<file path="config.mk">
export PLATFORM = sky130hd
export DESIGN_NAME = pwm_ctrl
export DESIGN_NICKNAME = d
export VERILOG_FILES = /design/src/rtl/pwm_ctrl_pkg.sv /design/src/rtl/pwm_tick_gen.sv /design/src/rtl/pwm_channel.sv /design/src/rtl/pwm_ctrl.sv
export SDC_FILE = /design/constraint.sdc
export NUM_CORES = 1
export LEC_CHECK = 0
export BUFFER_PORTS_ARGS = -buffer_cell sky130_fd_sc_hd__buf_2
export CAP_MARGIN = 20
export CORE_ASPECT_RATIO = 2
export CORE_MARGIN = 1
export CORE_UTILIZATION = 50
export DETAILED_ROUTE_END_ITERATION = 16
export GPL_TIMING_DRIVEN = 1
export HOLD_SLACK_MARGIN = 0.12
export PLACE_DENSITY = 0.64
export SYNTH_ARGS = -nofsm -noshare
export SYNTH_HDL_FRONTEND = slang
export SYNTH_SLANG_ARGS = --single-unit
</file>
<file path="constraint.sdc">
create_clock -name clk -period 11.3 [get_ports clk]
set_clock_uncertainty 0.15 [all_clocks]
set_input_delay 1.13 -clock clk [delete_from_list [all_inputs] [get_ports clk]]
set_output_delay 1.13 -clock clk [all_outputs]
set_load 0.01 [all_outputs]
</file>
<file path="src/rtl/pwm_ctrl_pkg.sv">
// Package: shared sizes and register offsets for the PWM controller.
// Assumes byte addressing with 32-bit aligned registers.
package pwm_ctrl_pkg;
    localparam int NCH_DEF    = 4;
    localparam int CNT_W_DEF  = 16;
    localparam int PRES_W_DEF = 4;
    localparam int PRES_MAX   = 10;
    localparam int ADDR_W_DEF = 10;
    localparam int DATA_W_DEF = 32;
    localparam int CH_LSB     = 5;      // channel window is 32 bytes
    localparam int POL_BIT    = 9;

    localparam logic [4:0] G_START = 5'h04;
    localparam logic [4:0] G_STOP  = 5'h08;
    localparam logic [4:0] G_RUN   = 5'h0C;
    localparam logic [4:0] G_FLAG  = 5'h1C;

    localparam logic [4:0] C_MODE  = 5'h00;
    localparam logic [4:0] C_DUTY  = 5'h04;
    localparam logic [4:0] C_DSTG  = 5'h08;
    localparam logic [4:0] C_PER   = 5'h0C;
    localparam logic [4:0] C_PSTG  = 5'h10;
endpackage

</file>
<file path="src/rtl/pwm_tick_gen.sv">
// Module: pwm_tick_gen
// Produces a one-cycle tick every 2^sel clocks while run is high.
// sel is the requested exponent clamped to PRES_MAX. A restart or an
// idle channel holds the divider at zero.
module pwm_tick_gen #(
    parameter int PRES_W   = 4,
    parameter int PRES_MAX = 10
) (
    input  logic              clk,
    input  logic              rst_n,
    input  logic              run,
    input  logic              restart,
    input  logic [PRES_W-1:0] pres,
    output logic              tick
);
    localparam int DIV_W = PRES_MAX;

    logic [PRES_W-1:0] sel;
    logic [DIV_W:0]    full;
    logic [DIV_W-1:0]  lim;
    logic [DIV_W-1:0]  pre;

    // Clamp the exponent and form the terminal divider count.
    always_comb begin
        sel  = (pres > PRES_W'(PRES_MAX)) ? PRES_W'(PRES_MAX) : pres;
        full = (DIV_W+1)'(1) << sel;
        lim  = DIV_W'(full - (DIV_W+1)'(1));
    end

    assign tick = run && (pre == lim);

    // Divider counter: cleared on restart, when idle or after a tick.
    always_ff @(posedge clk) begin
        if (!rst_n)                  pre <= '0;
        else if (restart || !run)    pre <= '0;
        else if (tick)               pre <= '0;
        else                         pre <= pre + DIV_W'(1);
    end

    // with any division above one, two ticks never come back to back.
    p_tick_gap_r3: assert property (@(posedge clk) disable iff (!rst_n)
        (tick && !restart) |=> (!tick || sel == '0));
endmodule

</file>
<file path="src/rtl/pwm_channel.sv">
// Module: pwm_channel
// One PWM channel: period counter, staged duty and period, start and
// deferred stop, and the output level. Assumes single-cycle write strobes.
module pwm_channel #(
    parameter int CNT_W    = 16,
    parameter int PRES_W   = 4,
    parameter int PRES_MAX = 10
) (
    input  logic              clk,
    input  logic              rst_n,
    input  logic              start_req,
    input  logic              stop_req,
    input  logic              wr_mode,
    input  logic              wr_duty,
    input  logic              wr_dstg,
    input  logic              wr_per,
    input  logic              wr_pstg,
    input  logic [CNT_W-1:0]  wval,
    input  logic [PRES_W-1:0] wpres,
    input  logic              wpol,
    output logic              running,
    output logic              period_end,
    output logic              pwm,
    output logic [PRES_W-1:0] pres_o,
    output logic              pol_o,
    output logic [CNT_W-1:0]  duty_o,
    output logic [CNT_W-1:0]  per_o,
    output logic [CNT_W-1:0]  dstg_o,
    output logic [CNT_W-1:0]  pstg_o
);
    logic             tick;
    logic             stopping;
    logic             dpend, ppend;
    logic [CNT_W-1:0] cnt;
    logic [CNT_W:0]   cnt_next;

    pwm_tick_gen #(.PRES_W(PRES_W), .PRES_MAX(PRES_MAX)) u_tick (
        .clk(clk), .rst_n(rst_n), .run(running), .restart(start_req),
        .pres(pres_o), .tick(tick)
    );

    assign cnt_next   = (CNT_W+1)'(cnt) + (CNT_W+1)'(1);
    assign period_end = tick && (cnt_next >= (CNT_W+1)'(per_o));
    assign pwm        = (running && (cnt < duty_o)) ^ pol_o;

    // Run state and counter: start restarts; a stop waits for period end.
    always_ff @(posedge clk) begin
        if (!rst_n) begin
            running <= 1'b0; stopping <= 1'b0; cnt <= '0;
        end else if (start_req) begin
            running <= 1'b1; stopping <= 1'b0; cnt <= '0;
        end else if (period_end && stopping) begin
            running <= 1'b0; stopping <= 1'b0; cnt <= '0;
        end else begin
            if (stop_req && running) stopping <= 1'b1;
            if (tick) cnt <= period_end ? '0 : cnt + CNT_W'(1);
        end
    end

    // Mode word: prescaler exponent and polarity, applied at once.
    always_ff @(posedge clk) begin
        if (!rst_n) begin
            pres_o <= '0; pol_o <= 1'b0;
        end else if (wr_mode) begin
            pres_o <= wpres; pol_o <= wpol;
        end
    end

    // Duty: a direct write wins; staged values land at period end.
    always_ff @(posedge clk) begin
        if (!rst_n) begin
            duty_o <= '0; dstg_o <= '0; dpend <= 1'b0;
        end else if (wr_duty) begin
            duty_o <= wval; dpend <= 1'b0;
        end else begin
            if (period_end && dpend) begin duty_o <= dstg_o; dpend <= 1'b0; end
            if (wr_dstg) begin dstg_o <= wval; dpend <= 1'b1; end
        end
    end

    // Period: same staging rule as duty.
    always_ff @(posedge clk) begin
        if (!rst_n) begin
            per_o <= '0; pstg_o <= '0; ppend <= 1'b0;
        end else if (wr_per) begin
            per_o <= wval; ppend <= 1'b0;
        end else begin
            if (period_end && ppend) begin per_o <= pstg_o; ppend <= 1'b0; end
            if (wr_pstg) begin pstg_o <= wval; ppend <= 1'b1; end
        end
    end

    // the counter is back at zero right after a period ends.
    p_wrap_r4: assert property (@(posedge clk) disable iff (!rst_n)
        period_end |=> (cnt == '0));
    // a running channel keeps running until a period ends.
    p_hold_run_r9: assert property (@(posedge clk) disable iff (!rst_n)
        (running && !period_end) |=> running);
    // a pending staged duty is the active duty after the boundary.
    p_apply_duty_r7: assert property (@(posedge clk) disable iff (!rst_n)
        (period_end && dpend && !wr_duty) |=> (duty_o == $past(dstg_o)));
endmodule

</file>
<file path="src/rtl/pwm_ctrl.sv">
// Module: pwm_ctrl
// Top level: register decode, global start/stop/running/flag registers
// and NCH channel instances. Reads are registered, so data appears the
// cycle after bus_rd. Reading the flag word clears it.
module pwm_ctrl
    import pwm_ctrl_pkg::*;
#(
    parameter int NCH    = NCH_DEF,
    parameter int CNT_W  = CNT_W_DEF,
    parameter int PRES_W = PRES_W_DEF,
    parameter int ADDR_W = ADDR_W_DEF,
    parameter int DATA_W = DATA_W_DEF
) (
    input  logic              clk,
    input  logic              rst_n,
    input  logic              bus_wr,
    input  logic              bus_rd,
    input  logic [ADDR_W-1:0] bus_addr,
    input  logic [DATA_W-1:0] bus_wdata,
    output logic [DATA_W-1:0] bus_rdata,
    output logic [NCH-1:0]    pwm_out
);
    localparam int CH_W = (NCH > 1) ? $clog2(NCH) : 1;

    logic              in_glob, in_chan, rd_flag;
    logic [4:0]        off;
    logic [CH_W-1:0]   ch_idx;
    logic [NCH-1:0]    run_v, pe_v, flag;
    logic [DATA_W-1:0] rd_val;
    logic              unused_hi;

    logic [PRES_W-1:0] pres_a [NCH];
    logic              pol_a  [NCH];
    logic [CNT_W-1:0]  duty_a [NCH];
    logic [CNT_W-1:0]  per_a  [NCH];
    logic [CNT_W-1:0]  dstg_a [NCH];
    logic [CNT_W-1:0]  pstg_a [NCH];

    assign unused_hi = ^bus_wdata[DATA_W-1:CNT_W];

    // Address split into region, channel index and register offset.
    always_comb begin
        off     = bus_addr[4:0];
        ch_idx  = bus_addr[CH_LSB +: CH_W];
        in_glob = (bus_addr[ADDR_W-1:CH_LSB] == '0);
        in_chan = bus_addr[ADDR_W-1] &&
                  (bus_addr[ADDR_W-2:CH_LSB+CH_W] == '0);
        rd_flag = bus_rd && in_glob && (off == G_FLAG);
    end

    for (genvar i = 0; i < NCH; i++) begin : g_ch
        logic sel;
        assign sel = bus_wr && in_chan && (ch_idx == CH_W'(i));
        pwm_channel #(.CNT_W(CNT_W), .PRES_W(PRES_W), .PRES_MAX(PRES_MAX)) u_ch (
            .clk(clk), .rst_n(rst_n),
            .start_req(bus_wr && in_glob && (off == G_START) && bus_wdata[i]),
            .stop_req (bus_wr && in_glob && (off == G_STOP)  && bus_wdata[i]),
            .wr_mode(sel && (off == C_MODE)),
            .wr_duty(sel && (off == C_DUTY)),
            .wr_dstg(sel && (off == C_DSTG)),
            .wr_per (sel && (off == C_PER)),
            .wr_pstg(sel && (off == C_PSTG)),
            .wval(bus_wdata[CNT_W-1:0]),
            .wpres(bus_wdata[PRES_W-1:0]),
            .wpol(bus_wdata[POL_BIT]),
            .running(run_v[i]), .period_end(pe_v[i]), .pwm(pwm_out[i]),
            .pres_o(pres_a[i]), .pol_o(pol_a[i]),
            .duty_o(duty_a[i]), .per_o(per_a[i]),
            .dstg_o(dstg_a[i]), .pstg_o(pstg_a[i])
        );
    end

    // Read multiplexer over global and channel registers.
    always_comb begin
        rd_val = '0;
        if (in_glob) begin
            if (off == G_RUN)  rd_val = DATA_W'(run_v);
            if (off == G_FLAG) rd_val = DATA_W'(flag);
        end else if (in_chan) begin
            case (off)
                C_MODE: begin
                    rd_val[PRES_W-1:0] = pres_a[ch_idx];
                    rd_val[POL_BIT]    = pol_a[ch_idx];
                end
                C_DUTY:  rd_val = DATA_W'(duty_a[ch_idx]);
                C_DSTG:  rd_val = DATA_W'(dstg_a[ch_idx]);
                C_PER:   rd_val = DATA_W'(per_a[ch_idx]);
                C_PSTG:  rd_val = DATA_W'(pstg_a[ch_idx]);
                default: rd_val = '0;
            endcase
        end
    end

    // Registered read data.
    always_ff @(posedge clk) begin
        if (!rst_n)      bus_rdata <= '0;
        else if (bus_rd) bus_rdata <= rd_val;
    end

    // Sticky completion flags; a read clears all but same-cycle sets.
    always_ff @(posedge clk) begin
        if (!rst_n) flag <= '0;
        else        flag <= pe_v | (rd_flag ? '0 : flag);
    end

    // a flag read with no boundary in that cycle leaves the word empty.
    p_flag_clear_r8: assert property (@(posedge clk) disable iff (!rst_n)
        (rd_flag && pe_v == '0) |=> (flag == '0));
endmodule

</file>
==> results of run 1 <==
## power groups by stage
| stage | clock [mW] | combinational (mW) | sequential, mW |
|---|---|---|---|
| global route | 1.54 | 0.114 | 1.47 |
| global placement | 0 | 0.105 | 1.50 |
| detailed placement | 0 | 0.107 | 1.50 |
| finish | 1.48 | 0.110 | 1.47 |
| CTS | 1.49 | 0.107 | 1.47 |
| floorplan | 0 | 0.0740 | 1.50 |
## sequential cells by signal, summed over array words and instances, names as in the netlist
| register | cells |
|---|---|
| g_ch.u_ch.ppend | 4 |
| g_ch.u_ch.running | 4 |
| g_ch.u_ch.dpend | 4 |
| g_ch.u_ch.pres_o | 16 |
| g_ch.u_ch.dstg_o | 64 |
| g_ch.u_ch.per_o | 64 |
| g_ch.u_ch.duty_o | 64 |
| g_ch.u_ch.pstg_o | 64 |
| g_ch.u_ch.stopping | 4 |
| g_ch.u_ch.pol_o | 4 |
| bus_rdata | 16 |
| flag | 4 |
| g_ch.u_ch.cnt | 64 |
| g_ch.u_ch.u_tick.pre | 40 |
## worst max-delay path, cell delays in order (launching register included)
cell and delay (ns):
dfxtp_1 0.47, ha_1 0.26, nand3_1 0.26, nor3_1 0.50
nand4_1 0.24, xnor2_1 0.19, ha_1 0.30, nand3_1 0.13
nor3_1 0.58, a31oi_2 0.38, a211oi_4 0.30, buf_4 0.34
or2_1 0.92, a21oi_1 0.15
## final cells by class
class	count	area, um^2
clock inverter	15	244.0
inverter	149	564.3
tap	643	804.5
antenna	2	5.005
sequential	416	8328
clock buffer	54	1146
timing repair buffer	91	568.0
multi-input combinational	2185	15300
fill	4561	22390
## path summary, 6_finish.rpt
| check | startpoint | end | slack, ns |
|---|---|---|---|
| setup / recovery | g_ch[2].u_ch.cnt[0] | g_ch[2].u_ch.per_o[0] | 5.95 |
| hold / removal | flag[3] | flag[3] | 0.32 |
| setup reg to reg | g_ch[2].u_ch.cnt[0] | g_ch[2].u_ch.per_o[0] | 5.95 |
| hold reg to reg | flag[3] | flag[3] | 0.32 |
## per-stage QoR
step                instances  instance area [um^2]
CTS                      3553                 26960
global route             3553                 26960
detailed placement       3484                 25570
global placement         3483                 25560
floorplan                2972                 25130
finish                   3555                 26960
## per-layer routing
metal	vias up	wire, um	global-route usage
met3	364	6590	0.05548
met1	10870	30450	0.3650
met5	-	0	0
met2	1055	43610	0.6015
met4	0	8422	0.2959
li1	10390	-	-
## kinds of logic after synthesis
kind of cell | after synthesis
adder cells (fa/ha/maj) | 136
multiplexers | 238
XOR/XNOR | 107
flip-flops | 416
AND/OR/NAND/NOR | 1026
buffers and inverters | 371
other | 1
AO/OA/AOI/OAI | 662
## placed cells by master (no fill, tap or decap), types with 42 or more instances in the layout
| cell type | instances |
|---|---|
| a21oi_1 | 276 |
| and3_1 | 42 |
| buf_2 | 46 |
| buf_4 | 45 |
| clkbuf_16 | 42 |
| dfxtp_1 | 416 |
| ha_1 | 136 |
| inv_1 | 148 |
| mux2i_1 | 137 |
| mux4_2 | 69 |
| nand2_1 | 412 |
| nand3_1 | 182 |
| nor2_1 | 157 |
| o21a_1 | 45 |
| o21ai_0 | 96 |
| xnor2_1 | 67 |
==> run metrics, run 1 <==
Routability Congestion 0.9914; post-CTS sizing 0; Slew @ Worst Pin approximately 1.2 ns; Starting DRT DRC Count 2304; via/cell ratio 6.381; Post-Synthesis Mean Instance Area 8.480 um^2; Total Routing Usage GR 0.3474; flops & latches, synth around 420; WL per Instance 25.05 um; Post-synth EDFFs 0; critical path startpoint category flip-flop; Synth Flop Type dfxtp_1; DP Wirelength 63830 um; hold depth 2; CTS Buf Count 42; Hold/Removal Path Class reg2reg; Achievable Freq 186.8 MHz; max_slew headroom 0.2127; VDD IR max 129.7 uV; PD cells 113.3 nW/um^2; sequential power share 0.480; CTS clk-pin slew, worst paths 0.07 ns; nets@finish 3067; port bufs 49; starting density of the core 0.5081; Pins Over Slew Limit 0; Final Power 3.054 mW; minimum clock period 5.355 ns; die area between 50000 and 60000 um^2; htree depth 2; pre-CTS setup slack 6.035 ns; post-synthesis compound-gate area fraction 0.1703; Area Growth Syn to Fin 7.535%; vias in the first global route 22240; Final period util 0.4739; Finished Core Util 0.5464; status finished, final reports clean; DR DRC count 0; # IOs 82; Synth Instances roughly 3000; chip height 318.7 um; leakage 10.11 nW; Synth area leader dfxtp_1; CTS tree built; Internal ~2.3 mW; Setup-failing EPs final 0; grt total ovfl 0; initial antenna violation count 1; postcts setup bufs 0; final hold viol count 0; Critical Path Fanout Max 17; mux cell area share after synthesis 0.1310; P_sw ~0.73 mW; Die Width 160.4 um; Core Area 49350 um^2; sequential area share after synthesis 0.3321; DRT Wirelength 89070 um; Clk Latency, worst-skew pair about 0.60 ns; largest net degree at the start of global routing between 80 and 90; Adder-Cell Fraction of Synth Area 0.06786; clock sinks ~420; Yosys cell types 94; R2R depth 13; Hold WS 0.3159 ns; top cells by count, synth dfxtp_1 (416), nand2_1 (412), a21oi_1 (276); Sw Share 0.2386; 1st-pass router iterations 6; top cells by area, synth dfxtp_1 (33%), ha_1 (6.8%), mux4_2 (6.2%); CTS Root Cell clkbuf_16; vias post-DR 22690; layout cells sized above 1 0.1086; sum of negative setup slack 0 ns; Syn. warnings 0; CTS Buffer Depth 3; Synth async-reset ratio 0; # rows 115; Worst EP required 11.57 ns; post-synthesis xor/xnor area fraction 0.03737; CP Class reg2reg; Yosys top cell area share 0.3321; first-pass GRT wire length 133900 um; RSZ-0062 raised after global routing false; Max Cap Viol 0; simple-gate portion of the synthesized area 0.1993; Final WS setup 5.945 ns; Clock Power Share 0.484; Routed Antenna Nets 0; most frequent cell after synthesis dfxtp_1; crit end category flip-flop; Post-Syn Area approximately 25000 um^2; hold_buf cts 0; Worst Path Arrival 5.62 ns; largest family of logic cells by synthesized area simple AND/OR/NAND/NOR gates; Gate power share 0.036
No activity file was read; power rests on OpenSTA's default activity.
==> run 2, diff against run 1 <==
==> constraint.sdc (replaced) <==
create_clock -name clk -period 5.1 [get_ports clk]
set_clock_uncertainty 0.15 [all_clocks]
set_input_delay 0.51 -clock clk [delete_from_list [all_inputs] [get_ports clk]]
set_output_delay 0.51 -clock clk [all_outputs]
set_load 0.01 [all_outputs]
==> run metrics, run 2 (synthesis gave the netlist of run 1 again) <==
crit end category flip-flop; port bufs 49; P_sw between 1.5 and 2 mW; clock sinks 416; largest net degree at the start of global routing 98; Crit-path slowest cell or4_1; CTS clk-pin slew, worst paths 0.07 ns; Final Power 6.797 mW; CP most frequent cell nand3_1; hold_buf cts 0; Starting DRT DRC Count 1988; design area 27120 um^2; Sw Share 0.2334; 1st-pass router iterations 6; CTS Buf Count 42; CTS Buffer Depth 3; CP peak stage delay roughly 0.55 ns; Hold/Removal Path Class in2reg; VDD IR max ~230 uV; Clk Latency, worst-skew pair approximately 0.6 ns; via/cell ratio roughly 6.3; nets@finish 3079; sequential power share 0.478; chip height 318.7 um; max_slew headroom 0.2756; pre-CTS setup slack 0.6440 ns; grt total ovfl 0; Max Cap Viol 0; Critical Path Fanout Max 16; most common cell after layout, fill and taps aside dfxtp_1; Cell Chain, Critical Path and3_1, and3_1, nand3_1, or2_2, xnor2_1, ha_1, nand3_1, or4_1, or3_1, nand3_1, or2_2, a31oi_4, mux2i_1; # rows 115; DP Area 25660 um^2; post-CTS sizing 0; Routed Antenna Nets 0; Hold WS 0.1739 ns; Clock Power Share 0.487; final hold viol count 0; Internal 5.211 mW; Non-Filler Instances 3570; Finished Core Util 0.5494; Worst Path Arrival 4.82 ns; Slew @ Worst Pin 1.081 ns; Gate power share 0.035; DR DRC count 0; die area 51100 um^2; WL per Instance ~24 um; CTS tree built; leakage a little over 10 nW; starting density of the core 0.5081; Core Area 49350 um^2; first-pass GRT wire length 130000 um; placed cell count 3495; commonest non-fill, non-tap cells in the layout dfxtp_1 (416), nand2_1 (412), a21oi_1 (276), nand3_1 (182), nor2_1 (157); vias post-DR approximately 22000; DP Wirelength 65620 um; DRT Wirelength 85860 um; minimum clock period 4.560 ns; htree depth 2; Routability Congestion 0.9894; Worst EP required 5.36 ns; Die Width 160.4 um; # IOs 82; Total Routing Usage GR 0.3333; Pins Over Slew Limit 0; Final period util 0.8941; sum of negative setup slack 0 ns; RSZ-0062 raised after global routing false; Area Growth Syn to Fin 8.138%; status finished, final reports clean; Achievable Freq 219.3 MHz; postcts setup bufs 0; Final WS setup 0.5401 ns; CTS Root Cell clkbuf_16; CP Class reg2reg; PD cells 250.7 nW/um^2; vias in the first global route 21860; layout cells sized above 1 0.1145; Setup-failing EPs final 0; initial antenna violation count 1; critical path startpoint category flip-flop
==> run 2: cell types whose count changed in the layout (fill, tap and decap cells not counted) <==
cell	delta
diode_2	-1
buf_12	+1
clkinv_2	+4
clkinv_4	-2
clkinvlp_4	+1
buf_8	+1
clkinv_8	-2
clkbuf_16	+1
buf_4	+10
bufinv_16	-1
clkbuf_1	-3
clkbuf_8	+6
==> run 2: final timing paths <==
check                        startpoint                 endpoint  slack [ns]  cells after the start
hold / removal            bus_wdata[15]  g_ch[0].u_ch.dstg_o[15]        0.17                      3
hold reg to reg   g_ch[2].u_ch.stopping     g_ch[2].u_ch.running        0.32                      1
setup / recovery    g_ch[1].u_ch.cnt[2]   g_ch[1].u_ch.per_o[12]        0.54                     13
setup reg to reg    g_ch[1].u_ch.cnt[2]   g_ch[1].u_ch.per_o[12]        0.54                     13
==> run 2: cell type report <==
type / count / area (um^2)
clock buffer: 58 / 1242
fill: 4490 / 22240
clock inverter: 15 / 191.4
timing repair buffer: 103 / 678.2
antenna: 1 / 2.502
sequential: 416 / 8328
multi-input combinational: 2185 / 15300
tap: 643 / 804.5
inverter: 149 / 564.3
==> run 2: worst max-delay path: cells and delay by family (launching register included) <==
family	cells	cell delay [ns]
flops	1	0.47
xor+xnor	1	0.15
mux	1	0.23
simple gates	9	2.68
fa+ha+maj	1	0.29
compound gates	1	0.39
==> run 2: per-layer routing <==
| layer | global-route usage | routed length (um) | vias to the layer above | share of wire |
|---|---|---|---|---|
| li1 | - | - | 10420 | - |
| met1 | 0.3492 | 30010 | 10740 | 0.35 |
| met2 | 0.5807 | 42480 | 946 | 0.49 |
| met3 | 0.03868 | 4664 | 340 | 0.054 |
| met4 | 0.3022 | 8707 | 0 | 0.10 |
| met5 | 0 | 0 | - | 0 |
==> run 2: power groups by stage <==
stage / registers, mW / clock network (mW) / logic, mW
3_3_place_gp: 3.32 / 0 / 0.230
4_1_cts: 3.25 / 3.34 / 0.234
5_1_grt: 3.25 / 3.45 / 0.251
3_5_place_dp: 3.32 / 0 / 0.233
6_report: 3.25 / 3.31 / 0.240
2_1_floorplan: 3.32 / 0 / 0.164
